### config.mk
export PLATFORM = sky130hd
export DESIGN_NAME = edz_detector
export DESIGN_NICKNAME = d
export VERILOG_FILES = /design/src/rtl/edz_pkg.sv /design/src/rtl/edz_sequencer.sv /design/src/rtl/edz_region_tally.sv /design/src/rtl/edz_verdict.sv /design/src/rtl/edz_detector.sv
export SDC_FILE = /design/constraint.sdc
export NUM_CORES = 1
export LEC_CHECK = 0
export ABC_AREA = 0
export BUFFER_PORTS_ARGS = -buffer_cell sky130_fd_sc_hd__buf_2
export CORE_MARGIN = 10
export CORE_UTILIZATION = 35
export DETAILED_ROUTE_END_ITERATION = 7
export GPL_ROUTABILITY_DRIVEN = 0
export HOLD_SLACK_MARGIN = 0.1
export PLACE_DENSITY = 0.53
export SLEW_MARGIN = 20
export SYNTH_ARGS = -nofsm -noshare
export SYNTH_HDL_FRONTEND = slang
export SYNTH_SLANG_ARGS = --single-unit
### constraint.sdc
create_clock -name clk -period 1.6 [get_ports clk]
set_input_delay 0.08 -clock clk [delete_from_list [all_inputs] [get_ports clk]]
set_output_delay 0.08 -clock clk [all_outputs]
set_load 0.01 [all_outputs]
### src/rtl/edz_pkg.sv
package edz_pkg;

  typedef enum logic [1:0] {
    VERD_CLEAN  = 2'b00,
    VERD_FLIPS  = 2'b01,
    VERD_UNCORR = 2'b10
  } verdict_e;

  // number of bits that read as zero in one byte
  function automatic logic [3:0] zeros_in_byte(input logic [7:0] b);
    logic [3:0] n;
    n = 4'd0;
    for (int k = 0; k < 8; k++) begin
      n = n + {3'b000, ~b[k]};
    end
    return n;
  endfunction

endpackage

### src/rtl/edz_sequencer.sv
module edz_sequencer #(
  parameter int DATA_BYTES = 512,
  parameter int ECC_BYTES  = 13
) (
  input  logic clk,
  input  logic rst_n,
  input  logic start_i,
  input  logic in_valid_i,
  input  logic in_first_i,
  input  logic in_last_i,
  output logic take_o,
  output logic is_data_o,
  output logic done_o
);
  localparam int IDX_W = $clog2(DATA_BYTES + ECC_BYTES);
  localparam logic [IDX_W-1:0] DATA_END = IDX_W'(DATA_BYTES);
  localparam logic [IDX_W-1:0] LAST_IDX = IDX_W'(DATA_BYTES + ECC_BYTES - 1);

  logic [IDX_W-1:0] idx_q;
  logic             busy_q;
  logic             done_q;

  assign take_o    = busy_q && in_valid_i && !start_i;
  assign is_data_o = idx_q < DATA_END;
  assign done_o    = done_q;

  always_ff @(posedge clk or negedge rst_n) begin
    if (!rst_n) begin
      idx_q  <= '0;
      busy_q <= 1'b0;
      done_q <= 1'b0;
    end else if (start_i) begin
      idx_q  <= '0;
      busy_q <= 1'b1;
      done_q <= 1'b0;
    end else if (take_o) begin
      idx_q <= idx_q + 1'b1;
      if (in_last_i) begin
        busy_q <= 1'b0;
        done_q <= 1'b1;
      end
    end
  end

  // input framing assumptions
  a_r8_first_on_zero: assert property (@(posedge clk) disable iff (!rst_n)
    (take_o && in_first_i) |-> (idx_q == '0));
  a_r8_last_on_final: assert property (@(posedge clk) disable iff (!rst_n)
    (take_o && in_last_i) |-> (idx_q == LAST_IDX));
  a_r8_done_follows_last: assert property (@(posedge clk) disable iff (!rst_n)
    (take_o && in_last_i) |=> done_q);
  a_r2_start_drops_done: assert property (@(posedge clk) disable iff (!rst_n)
    start_i |=> (!done_q && busy_q));

endmodule

### src/rtl/edz_region_tally.sv
module edz_region_tally #(
  parameter int THRESH = 8,
  parameter int CNT_W  = 5
) (
  input  logic             clk,
  input  logic             rst_n,
  input  logic             clr_i,
  input  logic             en_i,
  input  logic [3:0]       zeros_i,
  output logic [CNT_W-1:0] cnt_o
);
  localparam logic [CNT_W-1:0] LIMIT = CNT_W'(THRESH);
  localparam logic [CNT_W-1:0] CEIL  = CNT_W'(THRESH + 8);

  logic [CNT_W-1:0] cnt_q;
  logic             over_w;

  assign over_w = cnt_q > LIMIT;
  assign cnt_o  = cnt_q;

  always_ff @(posedge clk or negedge rst_n) begin
    if (!rst_n)                cnt_q <= '0;
    else if (clr_i)            cnt_q <= '0;
    else if (en_i && !over_w)  cnt_q <= cnt_q + CNT_W'(zeros_i);
  end

  a_r4_hold_when_over: assert property (@(posedge clk) disable iff (!rst_n)
    (over_w && !clr_i) |=> $stable(cnt_q));
  a_r4_ceiling: assert property (@(posedge clk) disable iff (!rst_n)
    cnt_q <= CEIL);
  a_r9_idle_no_change: assert property (@(posedge clk) disable iff (!rst_n)
    (!en_i && !clr_i) |=> $stable(cnt_q));

endmodule

### src/rtl/edz_verdict.sv
module edz_verdict #(
  parameter int THRESH = 8,
  parameter int CNT_W  = 5
) (
  input  logic             done_i,
  input  logic [CNT_W-1:0] data_cnt_i,
  input  logic [CNT_W-1:0] ecc_cnt_i,
  output logic [CNT_W:0]   total_o,
  output logic [1:0]       verdict_o,
  output logic             fill_o
);
  import edz_pkg::*;
  localparam logic [CNT_W:0] LIMIT_T = (CNT_W+1)'(THRESH);

  verdict_e v_w;

  assign total_o = {1'b0, data_cnt_i} + {1'b0, ecc_cnt_i};

  always_comb begin
    if (total_o > LIMIT_T)        v_w = VERD_UNCORR;
    else if (data_cnt_i == '0)    v_w = VERD_CLEAN;
    else                          v_w = VERD_FLIPS;
  end

  assign verdict_o = v_w;
  assign fill_o    = done_i && (v_w == VERD_FLIPS);

endmodule

### src/rtl/edz_detector.sv
module edz_detector #(
  parameter int DATA_BYTES = 512,
  parameter int ECC_BYTES  = 13,
  parameter int THRESH     = 8,
  localparam int CNT_W     = $clog2(THRESH + 9)
) (
  input  logic             clk,
  input  logic             rst_n,
  input  logic             start,
  input  logic             in_valid,
  input  logic [7:0]       in_byte,
  input  logic             in_first,
  input  logic             in_last,
  output logic             done,
  output logic [CNT_W-1:0] data_zeros,
  output logic [CNT_W:0]   total_zeros,
  output logic [1:0]       verdict,
  output logic             fill_ff
);
  import edz_pkg::*;
  localparam logic [CNT_W:0] LIMIT_T = (CNT_W+1)'(THRESH);

  logic             take_w;
  logic             is_data_w;
  logic [3:0]       byte_zeros_w;
  logic [CNT_W-1:0] tally_w [2];

  assign byte_zeros_w = zeros_in_byte(in_byte);

  edz_sequencer #(.DATA_BYTES(DATA_BYTES), .ECC_BYTES(ECC_BYTES)) seq_i (
    .clk(clk), .rst_n(rst_n), .start_i(start), .in_valid_i(in_valid),
    .in_first_i(in_first), .in_last_i(in_last),
    .take_o(take_w), .is_data_o(is_data_w), .done_o(done)
  );

  // region 0 = data bytes, region 1 = stored check bytes
  for (genvar g = 0; g < 2; g++) begin : g_region
    logic en_w;
    assign en_w = take_w && (is_data_w == (g == 0));
    edz_region_tally #(.THRESH(THRESH), .CNT_W(CNT_W)) tally_i (
      .clk(clk), .rst_n(rst_n), .clr_i(start), .en_i(en_w),
      .zeros_i(byte_zeros_w), .cnt_o(tally_w[g])
    );
  end

  edz_verdict #(.THRESH(THRESH), .CNT_W(CNT_W)) verdict_i (
    .done_i(done), .data_cnt_i(tally_w[0]), .ecc_cnt_i(tally_w[1]),
    .total_o(total_zeros), .verdict_o(verdict), .fill_o(fill_ff)
  );

  assign data_zeros = tally_w[0];

  a_r6_fill_needs_flips: assert property (@(posedge clk) disable iff (!rst_n)
    fill_ff |-> (done && data_zeros != '0 && total_zeros <= LIMIT_T));
  a_r8_hold_after_done: assert property (@(posedge clk) disable iff (!rst_n)
    (done && !start) |=> ($stable(data_zeros) && $stable(total_zeros) && done));
  a_r7_uncorr_no_fill: assert property (@(posedge clk) disable iff (!rst_n)
    (verdict == 2'b10) |-> !fill_ff);

endmodule

# == After elaboration in Yosys (flattened, before gate mapping) ==
# Cells that the tools add are included.
# totals
output_inout_bits,15
register_bits,22
wordCells,60
# classes
reduce_logical,16
n_addsub,11
n_lt_le_gt_ge,4
bitwise_logic,9
eq_ne,1
n_mux,14
# op_table
operator,count
$mux W10,2
$mux W5,4
$add A4 B1 Y4,4
$add A10 B1 Y10 const B,1
$add A5 B4 Y5,2
$gt A5 B4 Y1 const B,2
$lt A10 B10 Y1 const B,1
$not A1 Y1,9
$reduce_bool A2 Y1,4
$logic_and A1 B1 Y1,7
$mux W1,7
$add A5 B5 Y6,1
$gt A6 B4 Y1 const B,1
$logic_not A5 Y1,1
$add A3 B1 Y4,1
$add A2 B1 Y3,1
$logic_not A1 Y1,3
$add A1 B1 Y2,1
$eq A2 B1 Y1 const B,1
$mux W2,1
$reduce_and A2 Y1,1

# == Depth between registers and ports, before layout ==
# Gate-level depths: netlist of run 1.
# depth
ltp_word,11
ltp_mapped,12
mapped_depth_nobuf,12

# == By module ==
# From an unflattened synthesis of run 1, not the netlist that was laid out.
# unflattened
hier_cells,195
hier_area_um2,1803.0
# modules_own_cells
mod,area_per_inst_um2,n_inst,seq_area_each_um2,cells_per_inst
edz_region_tally,381.6,2,125.1,40
edz_sequencer,571.8,1,300.3,58
edz_verdict,272.8,1,0.0,34
edz_detector,195.2,1,0.0,23

# == Worst setup path before layout of run 1 ==
# No wires, ideal clock.
# synth_path
path_kind,input -> register
startpoint,input in_byte[0]
endpoint,register g_region[0].tally_i.cnt_q[4]
t_arrival_ns,3.243
n_path_buf,0
required_time_ns,1.536
path_stages,12
path_slack_ns,-1.707
setup_ns,0.064
cell_sequence,fa_1 -> inv_1 -> fa_1 -> fa_1 -> ha_1 -> fa_1 -> inv_1 -> fa_1 -> nor2b_1 -> o21ai_0 -> a21oi_1 -> o21ba_2
# synth_between
elab_chain_cells,11
# synth_rtl
element,line,text
from (decl),edz_detector.sv:11,"input logic [7:0] in_byte,"
$not A1 Y1,edz_pkg.sv:14,"n = n + {3'b000, ~b[k]};"
$add A1 B1 Y2,edz_pkg.sv:14,
$add A2 B1 Y3,edz_pkg.sv:14,
$add A3 B1 Y4,edz_pkg.sv:14,
$add A4 B1 Y4 (4 in a row),edz_pkg.sv:14,
$add A5 B4 Y5,edz_region_tally.sv:24,else if (en_i && !over_w) cnt_q <= cnt_q + CNT_W'(zeros_i);
$mux W5,edz_region_tally.sv:24,
$mux W5,edz_region_tally.sv:23,else if (clr_i) cnt_q <= '0;
to (signal assigned),edz_region_tally.sv:24,
to (decl),edz_region_tally.sv:15,logic [CNT_W-1:0] cnt_q;
# Every way passes these cells. The select of a mux whose other input is x is not followed.
# A chain may end at the register's enable or synchronous reset.

# == Final worst setup path of run 1 ==
# layout_path
startpoint,input in_byte[0]
endpoint,register g_region[0].tally_i.cnt_q[2]
# The elaborated chain is that of the path after synthesis.

==> results of run 1 <==
[cell type report]
class / instances / area, sq um / share of cell area (%)
Multi-Input combinational cell: 134 / 1260 / 50.6
Tap cell: 54 / 67.6 / 2.71
Clock buffer: 3 / 41.3 / 1.66
Sequential cell: 22 / 551 / 22.1
Inverter: 19 / 71.3 / 2.86
Clock inverter: 1 / 30.0 / 1.21
Timing Repair Buffer: 66 / 469 / 18.8
[how the worst max path moves through the flow]
stage | from | end | slack, ns
finish | in_byte[0] | g_region[0].tally_i.cnt_o[2] | -1.55
CTS | in_byte[0] | g_region[0].tally_i.cnt_o[4] | -1.50
global placement | in_byte[0] | g_region[0].tally_i.cnt_o[3] | -1.77
global route | in_byte[0] | g_region[0].tally_i.cnt_o[4] | -1.65
detailed placement | in_byte[0] | g_region[0].tally_i.cnt_o[4] | -1.81
floorplan | in_byte[0] | g_region[0].tally_i.cnt_o[4] | -1.58
[state kept, by name (all words and copies together) (netlist names)]
name,count
g_region.tally_i.cnt_o,10
seq_i.idx_q,10
seq_i.busy_q,1
seq_i.done_o,1
[metrics by stage]
step           TNS (ns)  instance area, sq um  setup WS, ns  hold WS, ns
2_1_floorplan    -14.52                  1760         -1.58       -0.216
3_5_place_dp     -17.58                  2160         -1.81       0.0738
5_1_grt          -17.71                  2490         -1.65        0.134
4_1_cts          -16.23                  2390         -1.50        0.118
3_3_place_gp     -16.81                  2160         -1.77       0.0665
6_report         -16.15                  2490         -1.55        0.117
[power breakdown]
part | switching, mW | total [mW] | internal [mW]
Combinational | 0.420 | 0.876 | 0.456
Sequential | 0.0192 | 0.599 | 0.580
Clock | 0.200 | 0.535 | 0.335
[cell usage in the layout, fill, tap and decap left out, types with 3 or more instances in the layout]
cell and count:
buf_4 32, buf_2 24, dfrtp_1 22, inv_1 16, nor2_1 13, ha_1 11
a21oi_1 8, nand2_1 7, xor2_1 7, buf_6 7, xnor2_1 5, a21oi_2 5
mux2i_1 5, nand4_1 5, or3_1 4, nand3_1 4, a21o_1 4, fa_2 4
ha_4 4, inv_2 3, nor2b_1 3, xnor2_2 3, nand2b_1 3, fa_1 3
clkbuf_8 3, dlygate4sd3_1 3
[timing repair]
item,4_1_cts,5_1_grt
hold endpoints to repair,26,0
cloned,0,0
pin swaps,11,5
resized for setup,19,14
endpoints found under the setup margin,18,18
buffers inserted,5,3
hold buffers,3,0
[layer usage]
metal	share of wire, %	vias to the layer above	track usage, %
met5	0	-	0
met4	0.89	0	3.47
met3	6.1	4	3.37
met2	49	24	18.9
met1	44	719	14.3
li1	-	745	-
[worst max-delay path, stage by stage]
cell	delay [ns]
buf_6	0.09
fa_1	0.52
inv_1	0.05
fa_1	0.50
fa_1	0.43
ha_2	0.21
fa_2	0.56
inv_2	0.06
fa_2	0.34
buf_4	0.15
xnor2_2	0.12
mux2i_1	0.15
nor2_1	0.05
[cell families after synthesis]
kind of cell	Yosys count	share of synthesized area [%]
DFF	22	32.6
buffers and inverters	23	5.11
and+or+nand+nor	58	18.6
adders and majority gates	24	20.9
xor gates and xnor gates	16	8.29
muxes	6	3.63
AOI/OAI and AO/OA	30	11.0
==> run_results.csv, run 1 <==
group,metric,value,unit
finish,synthToLayoutAreaGrowth,47.3,%
synthesis,ys_ff_latch,22,
grt,grt_pass1_wl,7.23,mm
clock_network,clk_latency,0.27,ns
route,vias,1492,
synthesis,synth.area.top_cells,"dfrtp_1, ha_1, fa_1",
run,cap_violations,0,
setup_path,worstPathArrival,3.30,ns
setup_path,r2r-end,"g_region[0].tally_i.cnt_o[1]",
clock_network,cts_buffers,3,
synthesis,ys.flop_type,"dfrtp_1",
sta,fin_crit,3.15,ns
power,total_power,2.01,mW
setup_path,cp_data_required_time,1.76,ns
sta,slew_viol_final,0,
clock_network,clock-sinks,22,
route,vias_per_cell,4.99,
setup_path,regToRegStartpoint,"g_region[0].tally_i.cnt_o[1]",
synthesis,syn_area_per_cell,9.44,sq um
power,vdd_drop_max,0.000401,V
floorplan,die_w,89.5,microns
route,wl_per_cell,14.6,microns
worst_hold_path,whs_path_depth,3,
worst_hold_path,hold_path.class,"primary input to flip-flop",
sta,rsz0062_at_grt,"true",
synthesis,yosys_warnings,0,
grt,grt.overflow.total,0,
floorplan,die_h,89.5,microns
placement,dp.cells,285,
setup_path,reg2regPathDepth,6,
clock_network,htree_levels,1,
sta,tightest_slew,0.494,ns
grt,grt_max_degree,23,
synthesis,ys_top_cells_by_count,"dfrtp_1, inv_1, ha_1",
status,run_status,"finished, violations left",
synthesis,yosysMostFrequentCell,"dfrtp_1",
route,antenna_left,0,
synthesis,synth_top_area_share,32.6,%
worst_hold_path,hp-start,"in_valid",
grt,grt_antenna_before_repair,0,
worst_hold_path,min_to,"seq_i.done_o",
finish,layout.cells.non_filler,299,
setup_path,cp-end-kind,"flip-flop",
finish,utilization,53.1,%
clock_network,cts_root_buf,"clkbuf_8",
clock_network,clockBufferDepth,2,
route,drc,0,
synthesis,syn_nets,217,
placement,port_buffers,27,
floorplan,die_area,8010,sq um
synthesis,synthArstFlopShare,100,%
synthesis,seq_area_frac_synth,32.6,%
floorplan,ios,29,
route,firstDrtPassIters,4,
synthesis,synth_edf_count,0,
status,violations,"setup timing",
sta,setup_slack,-1.55,ns
synthesis,syn_inst,179,
power,p_leak,1.25,nW
synthesis,netlist_area,1690,sq um
sta,fin_skew,0.00774,ns
placement,place_hpwl,3.50,mm
finish,diodes,0,
power,powerDensity,807,nW/um^2
sta,final_hold_viol_count,0,
synthesis,synth_largest_area_cell,"dfrtp_1",
setup_path,crit_path_start_kind,"primary input",
synthesis,ys_types,38,
floorplan,coreArea,4690,sq um
sta,period_share,197,%
clock_network,clk_pin_slew,0.09,ns
finish,n_fill_cell,425,
grt,grt_pass1_vias,1550,
clock_network,cts_tree,"done",
floorplan,num_rows,25,
finish,final_nets,284,
setup_path,critical_path_class,"primary input to flip-flop",
setup_path,ff2ff_setup_slack,-0.40,ns
grt,grtUsageTotal,11.6,%
sta,fmax,318,MHz
floorplan,start_util,36.0,%
sta,max_slew_margin,67.1,%
finish,drive_above_1_share,42.9,%
route,drtIter0Drc,66,
route,wl,4.38,mm
sta,setup_viol,18,
setup_path,cp_max_fo,3,
Note: power is estimated with default switching activity, not from simulation.
==> run 2: changes to the inputs <==
--- a/config.mk
+++ b/config.mk
@@ -16,4 +16,5 @@
 export SLEW_MARGIN = 20
 export SYNTH_ARGS = -nofsm -noshare
 export SYNTH_HDL_FRONTEND = slang
+export SYNTH_HIERARCHICAL = 1
 export SYNTH_SLANG_ARGS = --single-unit
==> run 2 against run 1 <==
Compared with the run above: the run still ends with setup timing left; sequential power grew 0.7%; area after synthesis grew 6.7%; combinational power increased by 13%; clock power fell by 0.9%; synthesized cell count rose by 8.9%; global-route usage shrank 0.37 points; clock skew is 0.0029 ns lower; final area increased by 7.0%; flip-flop and latch count unchanged; hold slack improved by 0.0058 ns; first-iteration DRC count rose by 120%; critical path type unchanged; largest cell class unchanged.
==> run_results.csv, run 2 <==
group,metric,value,unit
synthesis,netlist_area,1800,sq um
sta,setup_slack,-1.54,ns
synthesis,syn_area_per_cell,9.25,sq um
floorplan,die_h,91.8,microns
setup_path,cp_max_fo,4,
status,violations,"setup timing",
sta,tightest_slew,0.511,ns
setup_path,cp-end-kind,"flip-flop",
grt,gr-max-usage-layer,"met2",
route,antenna_left,0,
route,wl,4.68,mm
synthesis,yosysMostFrequentCell,"inv_1",
setup_path,worstPathArrival,3.31,ns
floorplan,num_rows,26,
grt,grt_pass1_wl,8.07,mm
finish,final_nets,299,
grt,use_met1,14.2,%
route,firstDrtPassIters,4,
synthesis,synthArstFlopShare,100,%
setup_path,cp.buffers_inverters,3,
synthesis,synth_edf_count,0,
grt,met3_usage,1.96,%
clock_network,clock-sinks,22,
grt,met2_usage,19.1,%
power,vdd_drop_max,0.000336,V
setup_path,crit_path_start_kind,"primary input",
placement,port_buffers,27,
finish,n_fill_cell,450,
synthesis,ys_types,42,
route,vias_per_cell,5.01,
status,run_status,"finished, violations left",
sta,fmax,318,MHz
sta,fin_crit,3.14,ns
clock_network,clockBufferDepth,2,
synthesis,ys_top_cells_by_count,"inv_1, dfrtp_1, a21oi_1",
setup_path,cpPeakStageDelay,0.55,ns
grt,grt_antenna_before_repair,0,
finish,final_area,2660,sq um
synthesis,ys_ff_latch,22,
clock_network,clk_pin_slew,0.09,ns
finish,layout_common_cells,"buf_4, buf_2, inv_1, dfrtp_1, nand2_1",
placement,place_hpwl,3.66,mm
setup_path,ff2ff_setup_slack,-0.04,ns
setup_path,cp_data_required_time,1.77,ns
sta,slew_viol_final,0,
finish,diodes,0,
route,drc,0,
power,powerDensity,798,nW/um^2
synthesis,syn_nets,233,
route,wl_per_cell,14.2,microns
grt,grtUsageTotal,11.2,%
floorplan,start_util,35.8,%
clock_network,htree_levels,1,
clock_network,cts_buffers,3,
finish,multiInputGateArea,1380,sq um
synthesis,yosys_warnings,6,
finish,seqCellArea,553,sq um
setup_path,crit_chain,"buf_6, fa_1, inv_1, fa_1, fa_1, ha_4, inv_2, fa_2, xnor2_4, ha_4, a21oi_2, a2111o_1, o311ai_1",
route,drtIter0Drc,143,
floorplan,die_w,91.8,microns
sta,worst_hold_slack,0.123,ns
grt,grt.overflow.total,0,
synthesis,ys.flop_type,"dfrtp_1",
floorplan,ios,29,
sta,final_hold_viol_count,0,
sta,setup_viol,18,
setup_path,worst_path_dominant_cell_family,"adder cells",
finish,synthToLayoutAreaGrowth,47.7,%
placement,postPlaceCellArea,2380,sq um
sta,rsz0062_at_grt,"true",
synthesis,synth_largest_area_cell,"dfrtp_1",
grt,grt_pass1_vias,1712,
clock_network,cts_root_buf,"clkbuf_8",
synthesis,synth.area.top_cells,"dfrtp_1, ha_1, fa_1",
sta,fin_skew,0.00481,ns
synthesis,synth_top_area_share,30.5,%
grt,grt_max_degree,23,
sta,period_share,196,%
synthesis,seq_area_frac_synth,30.5,%
setup_path,cp_common_cell,"fa_1",
worst_hold_path,hold_path.class,"primary input to flip-flop",
floorplan,coreArea,5040,sq um
clock_network,cts_tree,"done",
synthesis,syn_inst,195,
clock_network,clk_latency,0.27,ns
run,cap_violations,0,
power,p_leak,1.17,nW
route,vias,1653,
setup_path,slowest_stage,"fa_1",
floorplan,die_area,8420,sq um
finish,drive_above_1_share,44.2,%
sta,max_slew_margin,65.9,%
setup_path,critical_path_class,"primary input to flip-flop",
-- run 2: cells by family after synthesis --
group / count (synthesis) / synth area share, %
xor gates and xnor gates: 8 / 3.89
buffers and inverters: 27 / 5.90
and+or+nand+nor: 57 / 17.8
muxes: 2 / 1.11
AOI/OAI and AO/OA: 55 / 21.2
adders and majority gates: 24 / 19.6
DFF: 22 / 30.5
-- run 2: repair_timing --
item / 4_1_cts / 5_1_grt
hold buffers: 2 / 0
hold endpoints to repair: 24 / 0
setup buffers: 2 / 3
pin swaps: 18 / 5
gates resized for setup: 29 / 7
endpoints found under the setup margin: 18 / 18
-- run 2: worst reg2reg max path, cell delays in order, from the launching register on --
cell and delay [ns]:
dfrtp_1 0.40, buf_4 0.17, ha_4 0.13, inv_1 0.05, fa_2 0.42, nor2b_1 0.12
o21ai_1 0.07, a211oi_1 0.20
-- run 2: final timing paths --
kind | startpoint | to | depth (start not counted)
worst max-delay path | in_byte[0] | g_region[0].tally_i/cnt_o[3] | 13
worst min-delay path | in_valid | seq_i/idx_q[1] | 3
worst max register to register | g_region[1].tally_i/cnt_o[0] | g_region[1].tally_i/cnt_o[4] | 7
worst min register to register | seq_i/done_o | seq_i/done_o | 2
max in group asynchronous | rst_n | g_region[0].tally_i/cnt_o[0] | 2
min in group asynchronous | rst_n | seq_i/idx_q[6] | 2
-- run 2: final cells by class --
class | instances | share of cell area, %
flip-flops and latches | 22 | 20.8
clock inverters | 1 | 1.13
clock buffers | 3 | 1.55
multi-input cells | 146 | 51.9
inverters | 24 | 3.38
well taps | 70 | 3.29
repair buffers | 64 | 17.9
-- run 2: per-layer routing --
| layer | part of all wire (%) | wire length (microns) |
|---|---|---|
| met5 | 0 | 0 |
| met2 | 48 | 2250 |
| met3 | 4.0 | 188 |
| met1 | 47 | 2200 |
| met4 | 0.92 | 43 |
-- run 2: power by group --
| group | total, mW | internal [mW] | switching, mW |
|---|---|---|---|
| sequential | 0.603 | 0.577 | 0.0260 |
| combinational | 0.993 | 0.515 | 0.479 |
| clock | 0.530 | 0.335 | 0.195 |
| total | 2.13 | 1.43 | 0.700 |
-- run 2: through the flow --
step	setup WS, ns	TNS (ns)	total power [mW]	utilization (%)	cells
after floorplan	-1.60	-14.98	1.15	-	195
after global placement	-1.80	-17.36	1.46	47.2	321
after detailed placement	-1.84	-18.01	1.47	47.2	321
after CTS	-1.56	-16.47	2.13	52.1	329
after global routing	-1.64	-17.85	2.27	52.8	330
final	-1.54	-16.34	2.13	52.8	330
